### config.mk
export PLATFORM = sky130hd
export DESIGN_NAME = smag_addsub
export DESIGN_NICKNAME = d
export VERILOG_FILES = /design/src/rtl/smag_pkg.sv /design/src/rtl/smag_ctrl.sv /design/src/rtl/smag_dp.sv /design/src/rtl/smag_addsub.sv
export SDC_FILE = /design/constraint.sdc
export NUM_CORES = 1
export LEC_CHECK = 0
export BUFFER_PORTS_ARGS = -buffer_cell sky130_fd_sc_hd__buf_4
export CAP_MARGIN = 10
export CORE_MARGIN = 1
export CORE_UTILIZATION = 54
export DETAILED_ROUTE_END_ITERATION = 12
export PLACE_DENSITY = 0.81
export RECOVER_POWER = 100
export SLEW_MARGIN = 20
export SYNTH_ARGS = -nofsm -noshare
export SYNTH_HDL_FRONTEND = slang
export SYNTH_SLANG_ARGS = --single-unit
### constraint.sdc
create_clock -name clk -period 6.4 [get_ports clk]
set_input_delay 0.64 -clock clk [delete_from_list [all_inputs] [get_ports clk]]
set_output_delay 0.64 -clock clk [all_outputs]
set_load 0.005 [all_outputs]
### src/rtl/smag_pkg.sv
package smag_pkg;
  localparam int SMAG_W = 4;

  typedef struct packed {
    logic ldA;
    logic ldB;
    logic exec;
  } smag_ctrl_t;
endpackage

### src/rtl/smag_ctrl.sv
module smag_ctrl
  import smag_pkg::*;
(
  input  logic       clk,
  input  logic       rst,
  input  logic       loadA,
  input  logic       loadB,
  input  logic       start,
  output smag_ctrl_t ctl,
  output logic       done
);
  // start wins over loads in the same cycle
  always_comb begin
    ctl.exec = start;
    ctl.ldA  = loadA & ~start;
    ctl.ldB  = loadB & ~start;
  end

  always_ff @(posedge clk) begin
    if (rst) done <= 1'b0;
    else     done <= start;
  end
endmodule

### src/rtl/smag_dp.sv
module smag_dp
  import smag_pkg::*;
#(
  parameter int W = SMAG_W
) (
  input  logic         clk,
  input  logic         rst,
  input  smag_ctrl_t   ctl,
  input  logic [W:0]   opWord,
  input  logic         subMode,
  output logic [W-1:0] aMag,
  output logic         aSign,
  output logic         ovf
);
  logic [W-1:0] bMag;
  logic         bSign;
  logic         effSub;
  logic [W-1:0] bX;
  logic [W-1:0] sum;
  logic [W:0]   carry;
  logic [W-1:0] negSum;
  logic         sumZero;
  logic [W-1:0] nextMag;
  logic         nextSign;
  logic         nextOvf;
  logic [W-1:0] nextBMag;
  logic         nextBSign;

  assign effSub   = subMode ^ aSign ^ bSign;
  assign carry[0] = effSub;

  // XOR-fed ripple adder: effSub=1 gives A + ~B + 1
  for (genvar i = 0; i < W; i++) begin : g_bit
    assign bX[i]      = bMag[i] ^ effSub;
    assign sum[i]     = aMag[i] ^ bX[i] ^ carry[i];
    assign carry[i+1] = (aMag[i] & bX[i]) | (aMag[i] & carry[i]) | (bX[i] & carry[i]);
  end

  assign negSum  = ~sum + {{(W-1){1'b0}}, 1'b1};
  assign sumZero = (sum == '0);

  always_comb begin
    nextMag   = aMag;
    nextSign  = aSign;
    nextOvf   = ovf;
    nextBMag  = bMag;
    nextBSign = bSign;
    if (ctl.ldA) begin
      nextMag  = opWord[W-1:0];
      nextSign = opWord[W];
    end
    if (ctl.ldB) begin
      nextBMag  = opWord[W-1:0];
      nextBSign = opWord[W];
    end
    if (ctl.exec) begin
      if (!effSub) begin
        nextMag = sum;
        nextOvf = carry[W];
      end else begin
        nextOvf = 1'b0;
        if (carry[W]) begin
          nextMag = sum;
          if (sumZero) nextSign = 1'b0;
        end else begin
          nextMag  = negSum;
          nextSign = ~aSign;
        end
      end
    end
  end

  always_ff @(posedge clk) begin
    if (rst) begin
      aMag  <= '0;
      aSign <= 1'b0;
      ovf   <= 1'b0;
      bMag  <= '0;
      bSign <= 1'b0;
    end else begin
      aMag  <= nextMag;
      aSign <= nextSign;
      ovf   <= nextOvf;
      bMag  <= nextBMag;
      bSign <= nextBSign;
    end
  end
endmodule

### src/rtl/smag_addsub.sv
module smag_addsub
  import smag_pkg::*;
#(
  parameter int W = SMAG_W
) (
  input  logic         clk,
  input  logic         rst,
  input  logic         loadA,
  input  logic         loadB,
  input  logic [W:0]   opWord,
  input  logic         start,
  input  logic         subMode,
  output logic [W-1:0] resMag,
  output logic         resSign,
  output logic         resOvf,
  output logic         done
);
  smag_ctrl_t ctl;

  smag_ctrl u_ctrl (
    .clk   (clk),
    .rst   (rst),
    .loadA (loadA),
    .loadB (loadB),
    .start (start),
    .ctl   (ctl),
    .done  (done)
  );

  smag_dp #(.W(W)) u_dp (
    .clk     (clk),
    .rst     (rst),
    .ctl     (ctl),
    .opWord  (opWord),
    .subMode (subMode),
    .aMag    (resMag),
    .aSign   (resSign),
    .ovf     (resOvf)
  );
endmodule

After elaboration in Yosys (flattened, before gate mapping)
Index checks and enable logic that the tools add are counted.
{"block": "word_totals", "regBits": 12, "out_inout_bits": 7, "wordCells": 58}
{"block": "classes", "add_sub_neg": 1, "muxes": 10, "bitwise": 39, "reduce_logical": 2}
{"cell": "$mux W4", "count": 4}
{"cell": "$and A1 B1 Y1", "count": 14}
{"cell": "$xor A1 B1 Y1", "count": 14}
{"cell": "$or A1 B1 Y1", "count": 8}
{"cell": "$mux W1", "count": 6}
{"cell": "$add A4 B1 Y4 const B", "count": 1}
{"cell": "$logic_not A4 Y1", "count": 1}
{"cell": "$not A4 Y4", "count": 1}
{"cell": "$not A1 Y1", "count": 2}
{"cell": "$reduce_bool A2 Y1", "count": 1}

Depth between registers and ports, before layout
Gate-level depths: netlist (run 1).
{"block": "logic_depth", "word_depth": 18, "depth_mapped": 10, "ltp_nobuf": 9}

Cells and area by module
Synthesis (run 1) repeated with hierarchy kept, for this count alone.
{"block": "hier_totals", "hier_cells": 79, "area_unflattened_um2": 743.2}
{"mod": "smag_dp", "n_inst": 1, "cells_per_inst": 74, "area_per_inst_um2": 694.4}
{"mod": "smag_ctrl", "n_inst": 1, "cells_per_inst": 5, "area_per_inst_um2": 48.8}

Worst setup path before layout (run 1)
OpenSTA, ideal clock, no wires.
{"block": "synth_timing", "path_kind": "input to register", "start": "input port subMode", "end": "register u_dp.aSign", "t_arrival_ps": 2986, "required_time_ps": 6264, "path_slack_ps": 3278, "cell_stages": 9, "path_buffers": 1, "cell_sequence": "xnor3_1 buf_6 xor2_1 fa_1 fa_1 fa_1 a31oi_1 a2111oi_0 a211oi_1"}
{"block": "synth_via", "elab_chain_len": 18, "word_cells_on_any_way": 39}
{"element": "from (decl)", "line": "smag_addsub.sv:12", "source": "input logic subMode,"}
{"element": "$xor A1 B1 Y1 * (2 in series)", "line": "smag_dp.sv:29", "source": "assign effSub = subMode ^ aSign ^ bSign;"}
{"element": "$xor A1 B1 Y1", "line": "smag_dp.sv:34", "source": "assign bX[i] = bMag[i] ^ effSub;"}
{"element": "$and A1 B1 Y1", "line": "smag_dp.sv:36", "source": "assign carry[i+1] = (aMag[i] & bX[i]) | (aMag[i] & carry[i]) | (bX[i] & carry[i]);"}
{"element": "$or A1 B1 Y1 (2 in series)", "line": "smag_dp.sv:36"}
{"element": "$and A1 B1 Y1", "line": "smag_dp.sv:36"}
{"element": "$or A1 B1 Y1 (2 in series)", "line": "smag_dp.sv:36"}
{"element": "$and A1 B1 Y1", "line": "smag_dp.sv:36"}
{"element": "$or A1 B1 Y1 (2 in series)", "line": "smag_dp.sv:36"}
{"element": "$xor A1 B1 Y1 or $and A1 B1 Y1 (tied branches)", "line": "smag_dp.sv:35, smag_dp.sv:36"}
{"element": "$logic_not A4 Y1 or $or A1 B1 Y1 (tied branches)", "line": "smag_dp.sv:40, smag_dp.sv:36"}
{"element": "$mux W1 or $or A1 B1 Y1 (tied branches)", "line": "smag_dp.sv:64, smag_dp.sv:36"}
{"element": "$mux W1", "line": "smag_dp.sv:62", "source": "if (carry[W]) begin"}
{"element": "$mux W1 *", "line": "smag_dp.sv:57", "source": "if (!effSub) begin"}
{"element": "$mux W1 *", "line": "smag_dp.sv:56", "source": "if (ctl.exec) begin"}
{"element": "to (signal assigned)", "line": "smag_dp.sv:82", "source": "aSign <= nextSign;"}
{"element": "to (decl)", "line": "smag_dp.sv:12", "source": "output logic aSign,"}
Every way passes the cells marked *; elsewhere a longest branch is shown, timed or not.
A chain may end at the register's enable or synchronous reset.

Final worst setup path (run 1)
{"block": "layout_timing", "start": "register u_dp.bSign", "end": "register u_dp.aSign"}
{"block": "layout_via", "elab_chain_len": 17, "word_cells_on_any_way": 38}
{"element": "from (decl)", "line": "smag_dp.sv:16", "source": "logic bSign;"}
{"element": "from (signal assigned)", "line": "smag_dp.sv:85", "source": "bSign <= nextBSign;"}
{"element": "$xor A1 B1 Y1 *", "line": "smag_dp.sv:29"}
{"element": "$xor A1 B1 Y1", "line": "smag_dp.sv:34"}
{"element": "$and A1 B1 Y1", "line": "smag_dp.sv:36"}
{"element": "$or A1 B1 Y1 (2 in series)", "line": "smag_dp.sv:36"}
{"element": "$and A1 B1 Y1", "line": "smag_dp.sv:36"}
{"element": "$or A1 B1 Y1 (2 in series)", "line": "smag_dp.sv:36"}
{"element": "$and A1 B1 Y1", "line": "smag_dp.sv:36"}
{"element": "$or A1 B1 Y1 (2 in series)", "line": "smag_dp.sv:36"}
{"element": "$xor A1 B1 Y1 or $and A1 B1 Y1 (tied branches)", "line": "smag_dp.sv:35, smag_dp.sv:36"}
{"element": "$logic_not A4 Y1 or $or A1 B1 Y1 (tied branches)", "line": "smag_dp.sv:40, smag_dp.sv:36"}
{"element": "$mux W1 or $or A1 B1 Y1 (tied branches)", "line": "smag_dp.sv:64, smag_dp.sv:36"}
{"element": "$mux W1", "line": "smag_dp.sv:62"}
{"element": "$mux W1 *", "line": "smag_dp.sv:57"}
{"element": "$mux W1 *", "line": "smag_dp.sv:56"}
Marks and branches as above.

==> summary.txt, run 1 <==
Synth
  • Synth unique cells: 31
  • Syn Nets: a little over 90
  • Synth cell count leaders: dfxtp_1, nor2_1, mux2i_1
  • Main flop type after synthesis: dfxtp_1
  • Mapped Avg Cell Area: around 9.6 µm²
  • Mapped Cells: 78
  • Synth Warn #: 0
  • Synth top area share: about a third
  • Post-synth EDFFs: 0
  • Seq/Total Area, Yosys: 32.2%
  • Seq cells post-synth: 12
  • Synthesized cell area: around 750 µm²
  • Async set-or-reset flop fraction in the synthesized netlist: 0%
  • Cell taking the most area after synthesis: dfxtp_1
  • Synth area leaders: dfxtp_1, mux2i_1, fa_1, xor2_1, o211a_1
  • Cell with the most instances after synthesis: dfxtp_1

STA
  • Slew Limit Fails: 0
  • RSZ-0062 raised after global routing: false
  • Final hold vios: 0
  • Tcrit/Tclk final: between 50% and 60%
  • Slew HR: between 50% and 60%
  • FMAX: roughly 0.30 GHz
  • Setup_tns: 0 ns
  • Final setup viols: 0
  • Setup Skew: ~0.0056 ns
  • Slew @ Worst Pin: around 0.63 ns
  • Crit path time final: ~3.3 ns

Min path
  • Hold endpoint: u_dp.ovf
  • Type of the worst min-delay path: flip-flop to flip-flop
  • Hold Startpoint: u_dp.ovf
  • Worst hold path stage count: 2

Final layout
  • Layout cells sized above 1: a little under a quarter
  • # fillers: around 110
  • Reg area: ~240 µm²
  • Area of the multi-input gates: ~460 µm²
  • Diode count: 0
  • # nets final: 110
  • Area grow syn2layout: 18.6%
  • Final Cell Area: around 880 µm²

Routing
  • Final WL: approximately 1.4 mm
  • Routed Antenna Nets: 0
  • Detailed Route Iter0 Violations: 13
  • DR vias/cell: roughly 5.7
  • WL/cell: ~13 µm
  • Drt drc: 0
  • Pre-antenna DRT Iters: 4
  • DR vias: about 600

CTS
  • Post_cts resized: 0
  • CTS max path bufs: 2
  • Clock tree sinks: 12
  • Post-CTS Hold Buffers: 0
  • Clock Latency Late Sink: 0.27 ns
  • Post-CTS setup buffers: 0
  • CTS tree: done
  • TritonCTS Buffers: 3
  • Worst-path clk slew: around 0.070 ns
  • Root Buffer: clkbuf_4
  • H-tree depth: 1

Power and ir drop
  • Power Density: between 300 and 400 nW/µm²
  • Peak supply drop: approximately 0.22 mV
  • Static Leakage: 0.398 nW
  • Power, Total: about 300 µW

Global route
  • Vias in the first global route: between 500 and 600
  • Total gr overflow: 0
  • Met2 global-route usage: approximately two fifths
  • Antenna violations before repair: 0
  • Met3 Use GR: under 10%
  • Met1 usage: between 30% and 40%
  • First-pass GRT wire length: ~2.5 mm
  • Layer with the highest usage: met2
  • Largest net degree at the start of global routing: 15
  • GR Util All Layers: about a quarter

Die
  • Die Area: between 1500 and 2000 µm²
  • Row count: 13
  • Die Y-Extent: ~39 µm
  • Core ar.: approximately 1300 µm²
  • Initial core utilization: between 50% and 60%
  • # IOs: 18
  • Die width: 39.2 µm

Worst setup path
  • Req. time, crit path: 6.54 ns
  • R2r startpoint: u_dp.bSign
  • Crit path kind: flip-flop to flip-flop
  • Worst path arrival time: around 3.5 ns
  • Worst r2r dst: u_dp.aSign
  • Startpoint Class: flip-flop
  • CP Max Fanout: 12
  • Element type at the critical path end: flip-flop
  • R2R depth: 8
  • R2r setup slk: ~3 ns

Job
  • Maxcap violations: 0

Placed design
  • DP Area: ~870 µm²
  • HPWL Detailed: approximately 1.0 mm
  • Port bufs: 17
  • GP Congestion: ~0.91

Status
  • Run status: completed
[layout by cell type, fill, tap and decap left out, types with 2 or more instances in the layout]
master / instances
a211oi_1: 3
a21oi_1: 2
buf_4: 9
clkbuf_4: 10
dfxtp_1: 12
fa_1: 3
inv_1: 5
mux2i_1: 7
nand2_1: 3
nand2b_1: 2
nand3_1: 2
nor2_1: 8
nor2b_1: 3
nor4_1: 2
o211a_1: 3
xor2_1: 4
[state kept, by name (all words and copies together) (netlist names)]
| name | count |
|---|---|
| u_ctrl.done | 1 |
| u_dp.aMag | 4 |
| u_dp.aSign | 1 |
| u_dp.bMag | 4 |
| u_dp.bSign | 1 |
| u_dp.ovf | 1 |
[per-layer routing]
| layer | vias up | wire, µm |
|---|---|---|
| met3 | 0 | 77 |
| met5 | - | 0 |
| met1 | 285 | 679 |
| met2 | 19 | 654 |
| li1 | 313 | - |
| met4 | 0 | 0 |
[power breakdown]
| part | switching [mW] | internal [mW] | leakage [nW] | total [mW] |
|---|---|---|---|---|
| registers | 0.00821 | 0.0862 | 0.0989 | 0.0945 |
| clock network | 0.0233 | 0.0217 | 0.0138 | 0.0450 |
| logic | 0.0852 | 0.0782 | 0.286 | 0.163 |
| total | 0.117 | 0.186 | 0.398 | 0.303 |
[cell type report]
| cell class | instances | area share, % |
|---|---|---|
| multi-input combinational | 56 | 52.1 |
| sequential | 12 | 27.2 |
| timing repair buffer | 17 | 14.0 |
| clock buffer | 3 | 2.55 |
| inverter | 5 | 2.12 |
| tap | 15 | 2.12 |
[worst max-delay path, stage by stage, from the launching register on]
cell       delay [ns]
dfxtp_1          0.37
xnor3_1          0.60
xor2_1           0.23
fa_1             0.44
fa_1             0.39
fa_1             0.54
a31oi_1          0.10
a2111oi_0        0.45
a211oi_1         0.09
[logic make-up after synthesis]
| group | Yosys count | share of synthesized area, % |
|---|---|---|
| AND/OR/NAND/NOR | 23 | 16.3 |
| AO/OA/AOI/OAI | 15 | 15.9 |
| flip-flops | 12 | 32.2 |
| buffers and inverters | 10 | 6.04 |
| multiplexers | 8 | 10.9 |
| XOR/XNOR | 6 | 8.89 |
| adder cells (fa/ha/maj) | 4 | 9.73 |
[how the worst max path moves through the flow]
stage,startpoint,endpoint,slack [ns]
final,u_dp.bSign,u_dp.aSign,3.06
after global routing,u_dp.bSign,u_dp.aMag[3],2.82
after CTS,u_dp.bSign,u_dp.aSign,3.06
after detailed placement,subMode,u_dp.aSign,2.86
after global placement,subMode,u_dp.aSign,2.99
after floorplan,subMode,u_dp.aSign,3.28
[per-stage QoR]
stage / hold slack (ns) / worst slack [ns] / instances / util, %
after floorplan: 0.448 / 3.28 / 78 / -
after global routing: 0.483 / 2.82 / 108 / 68.8
after global placement: 0.445 / 2.99 / 105 / 67.4
after detailed placement: 0.450 / 2.86 / 105 / 67.4
after CTS: 0.466 / 3.06 / 108 / 69.1
final: 0.466 / 3.06 / 108 / 68.8
Power figures use the tool's default switching activity.
==> inputs of run 2 (changes only) <==
ABC_AREA = 1   (was not set)
CORE_UTILIZATION = 51   (was 54)
PLACE_DENSITY = 0.77   (was 0.81)
clock period = 3.25 ns   (was 6.4 ns; I/O delays follow)
==> run 2 against run 1 <==
Compared with the run above:
- first-iteration DRC count rose by 38%
- die area rose by 8.4%
- sequential share of layout area fell by 1.2 points
- register-to-register slack got worse by 2.7 ns
- area after synthesis rose by 2.9%
- final cell count rose by 33%
- wire length rose by 21%
- largest cell class unchanged
==> summary.txt, run 2 <==
Status
  • Run status: completed

Synth
  • Synth unique cells: 24
  • Syn Nets: roughly 120
  • Synthesized cell area: 767 µm²
  • Cell with the most instances after synthesis: nand2_1
  • Mapped Cells: 109
  • Synth Warn #: 0
  • Synth cell count leaders: nand2_1, inv_1, dfxtp_1, nor2_1, o21ai_0
  • Synth area leaders: dfxtp_1, nand2_1, fa_1, inv_1, nor2_1
  • Async set-or-reset flop fraction in the synthesized netlist: 0%
  • Synth top area share: between 30% and 40%
  • Cell taking the most area after synthesis: dfxtp_1
  • Seq/Total Area, Yosys: between 30% and 40%
  • Post-synth EDFFs: 0
  • Mapped Avg Cell Area: between 7 and 8 µm²
  • Seq cells post-synth: 12
  • Main flop type after synthesis: dfxtp_1

Final layout
  • Layout cells sized above 1: 20.2%
  • Diode count: 0
  • Most frequent cells in the layout: nand2_1, inv_1, dfxtp_1, nor2_1
  • Post-route insts no fill: between 100 and 150
  • Final Cell Area: 925 µm²
  • # nets final: around 150
  • Area grow syn2layout: 20.6%
  • Regs by FF count: u_dp.aMag: 4 flops, u_dp.bMag: 4 flops
  • Most common cell after layout, fill and taps aside: nand2_1
  • # fillers: 121

Routing
  • Drt drc: 0
  • WL/cell: 11.9 µm
  • Routed Antenna Nets: 0
  • DR vias: ~730
  • Detailed Route Iter0 Violations: 18
  • Final WL: roughly 1.7 mm
  • Met3 Wirelength: ~75 µm
  • Met2 wire length: 767 µm
  • Wl on met1: ~820 µm
  • Pre-antenna DRT Iters: 4
  • Top Layer Used: met4
  • DR vias/cell: between 5 and 6

Die
  • Die width: 40.8 µm
  • Row count: 13
  • Initial core utilization: 56.8%
  • Core ar.: 1350 µm²
  • Die Y-Extent: between 40 and 50 µm
  • Die Area: roughly 1700 µm²
  • # IOs: 18

Placed design
  • Port bufs: 17
  • DP Area: 913 µm²
  • DP Worst Slack: approximately 0.42 ns
  • HPWL Detailed: roughly 1.4 mm
  • GP Congestion: approximately 0.83
  • Placed cell count: 141

STA
  • Setup_tns: 0 ns
  • Setup Skew: approximately 0.0015 ns
  • FMAX: 0.344 GHz
  • RSZ-0062 raised after global routing: false
  • Slew Limit Fails: 0
  • Final worst setup slack: 0.340 ns
  • Final hold vios: 0
  • Tcrit/Tclk final: between 80% and 90%
  • Slew HR: 81.5%
  • Final setup viols: 0
  • Slew @ Worst Pin: approximately 0.28 ns
  • Crit path time final: ~2.9 ns

Global route
  • Total gr overflow: 0
  • GR Util All Layers: around 25%
  • First-pass GRT wire length: ~2.6 mm
  • Vias in the first global route: 616
  • Antenna violations before repair: 0
  • Largest net degree at the start of global routing: 10

CTS
  • Root Buffer: clkbuf_4
  • TritonCTS Buffers: 3
  • Clock Latency Late Sink: ~0.27 ns
  • Worst-path clk slew: 0.07 ns
  • Post-CTS setup buffers: 0
  • Clock tree sinks: 12
  • CTS max path bufs: 2
  • Post_cts resized: 0
  • CTS tree: done
  • Post-CTS Hold Buffers: 0
  • H-tree depth: 1

Worst setup path
  • Crit path kind: flip-flop to flip-flop
  • Element type at the critical path end: flip-flop
  • Req. time, crit path: about 3.4 ns
  • CP Max Fanout: 7
  • Startpoint Class: flip-flop
  • Worst path arrival time: 3.08 ns
  • R2R depth: 14

Power and ir drop
  • Power, Total: around 600 µW
  • Peak supply drop: about 0.4 mV
  • Static Leakage: ~0.47 nW
  • Power Density: 655 nW/µm²

Min path
  • Type of the worst min-delay path: input port to flip-flop
  • Worst hold path stage count: 2

Job
  • Maxcap violations: 0
run 2: cell count changes after synthesis, moves of 3 or more:
| cell | previous run | this run |
|---|---|---|
| clkbuf_1 | 4 | 0 |
| nand2_2 | 0 | 4 |
| nand3_1 | 2 | 7 |
| nand2_1 | 3 | 23 |
| nor2b_1 | 3 | 0 |
| a211oi_1 | 3 | 0 |
| inv_1 | 4 | 14 |
| mux2i_1 | 7 | 0 |
| o21ai_0 | 0 | 8 |
| nor2_1 | 8 | 11 |
| o211a_1 | 3 | 0 |
run 2: cells by family (layout without fill, tap and decap cells):
kind of cell / count (synthesis) / in the layout / synth area share (%)
flip-flops: 12 / 12 / 31.3
buffers and inverters: 18 / 38 / 9.14
AO/OA/AOI/OAI: 21 / 21 / 15.3
AND/OR/NAND/NOR: 50 / 50 / 30.2
XOR/XNOR: 4 / 4 / 4.57
adder cells (fa/ha/maj): 4 / 4 / 9.46
run 2: per-layer routing:
| metal | vias up | track usage, % |
|---|---|---|
| met5 | - | 0 |
| met1 | 311 | 32.3 |
| li1 | 390 | - |
| met2 | 23 | 38.7 |
| met3 | 4 | 4.89 |
| met4 | 0 | 15.0 |
run 2: where the power goes:
part           internal (mW)  switching, mW
Sequential             0.168         0.0132
Clock                 0.0429         0.0481
Combinational          0.145          0.188
run 2: worst max-delay path: stages, from the launching register on:
cell,delay (ns)
dfxtp_1,0.40
inv_1,0.09
nand2_1,0.07
nand3_1,0.15
nand2_4,0.18
xor2_1,0.10
fa_1,0.41
fa_1,0.39
fa_1,0.49
nand2_1,0.10
o21ai_0,0.07
nand3_1,0.10
nand2_1,0.08
a21oi_1,0.13
nor2_1,0.05
run 2: stage by stage:
step / util (%) / hold WS, ns
2_1_floorplan: - / 0.397
3_3_place_gp: 67.7 / 0.501
3_5_place_dp: 67.7 / 0.490
4_1_cts: 69.3 / 0.228
5_1_grt: 68.5 / 0.239
6_report: 68.5 / 0.231
run 2: path summary, 6_finish.rpt:
check	from	to	slack (ns)
max	u_dp.aSign	u_dp.aMag[1]	0.34
min	rst	u_dp.aMag[0]	0.23
max reg2reg	u_dp.aSign	u_dp.aMag[1]	0.34
min reg2reg	u_dp.bMag[0]	u_dp.bMag[0]	0.50
run 2: area by class of cell:
| cell class | count | area, µm² | area share [%] |
|---|---|---|---|
| clock buffer | 3 | 22.5 | 2.44 |
| inverter | 18 | 70.1 | 7.58 |
| multi-input combinational | 79 | 449 | 48.6 |
| sequential | 12 | 240 | 26.0 |
| tap | 15 | 18.8 | 2.03 |
| timing repair buffer | 17 | 124 | 13.4 |
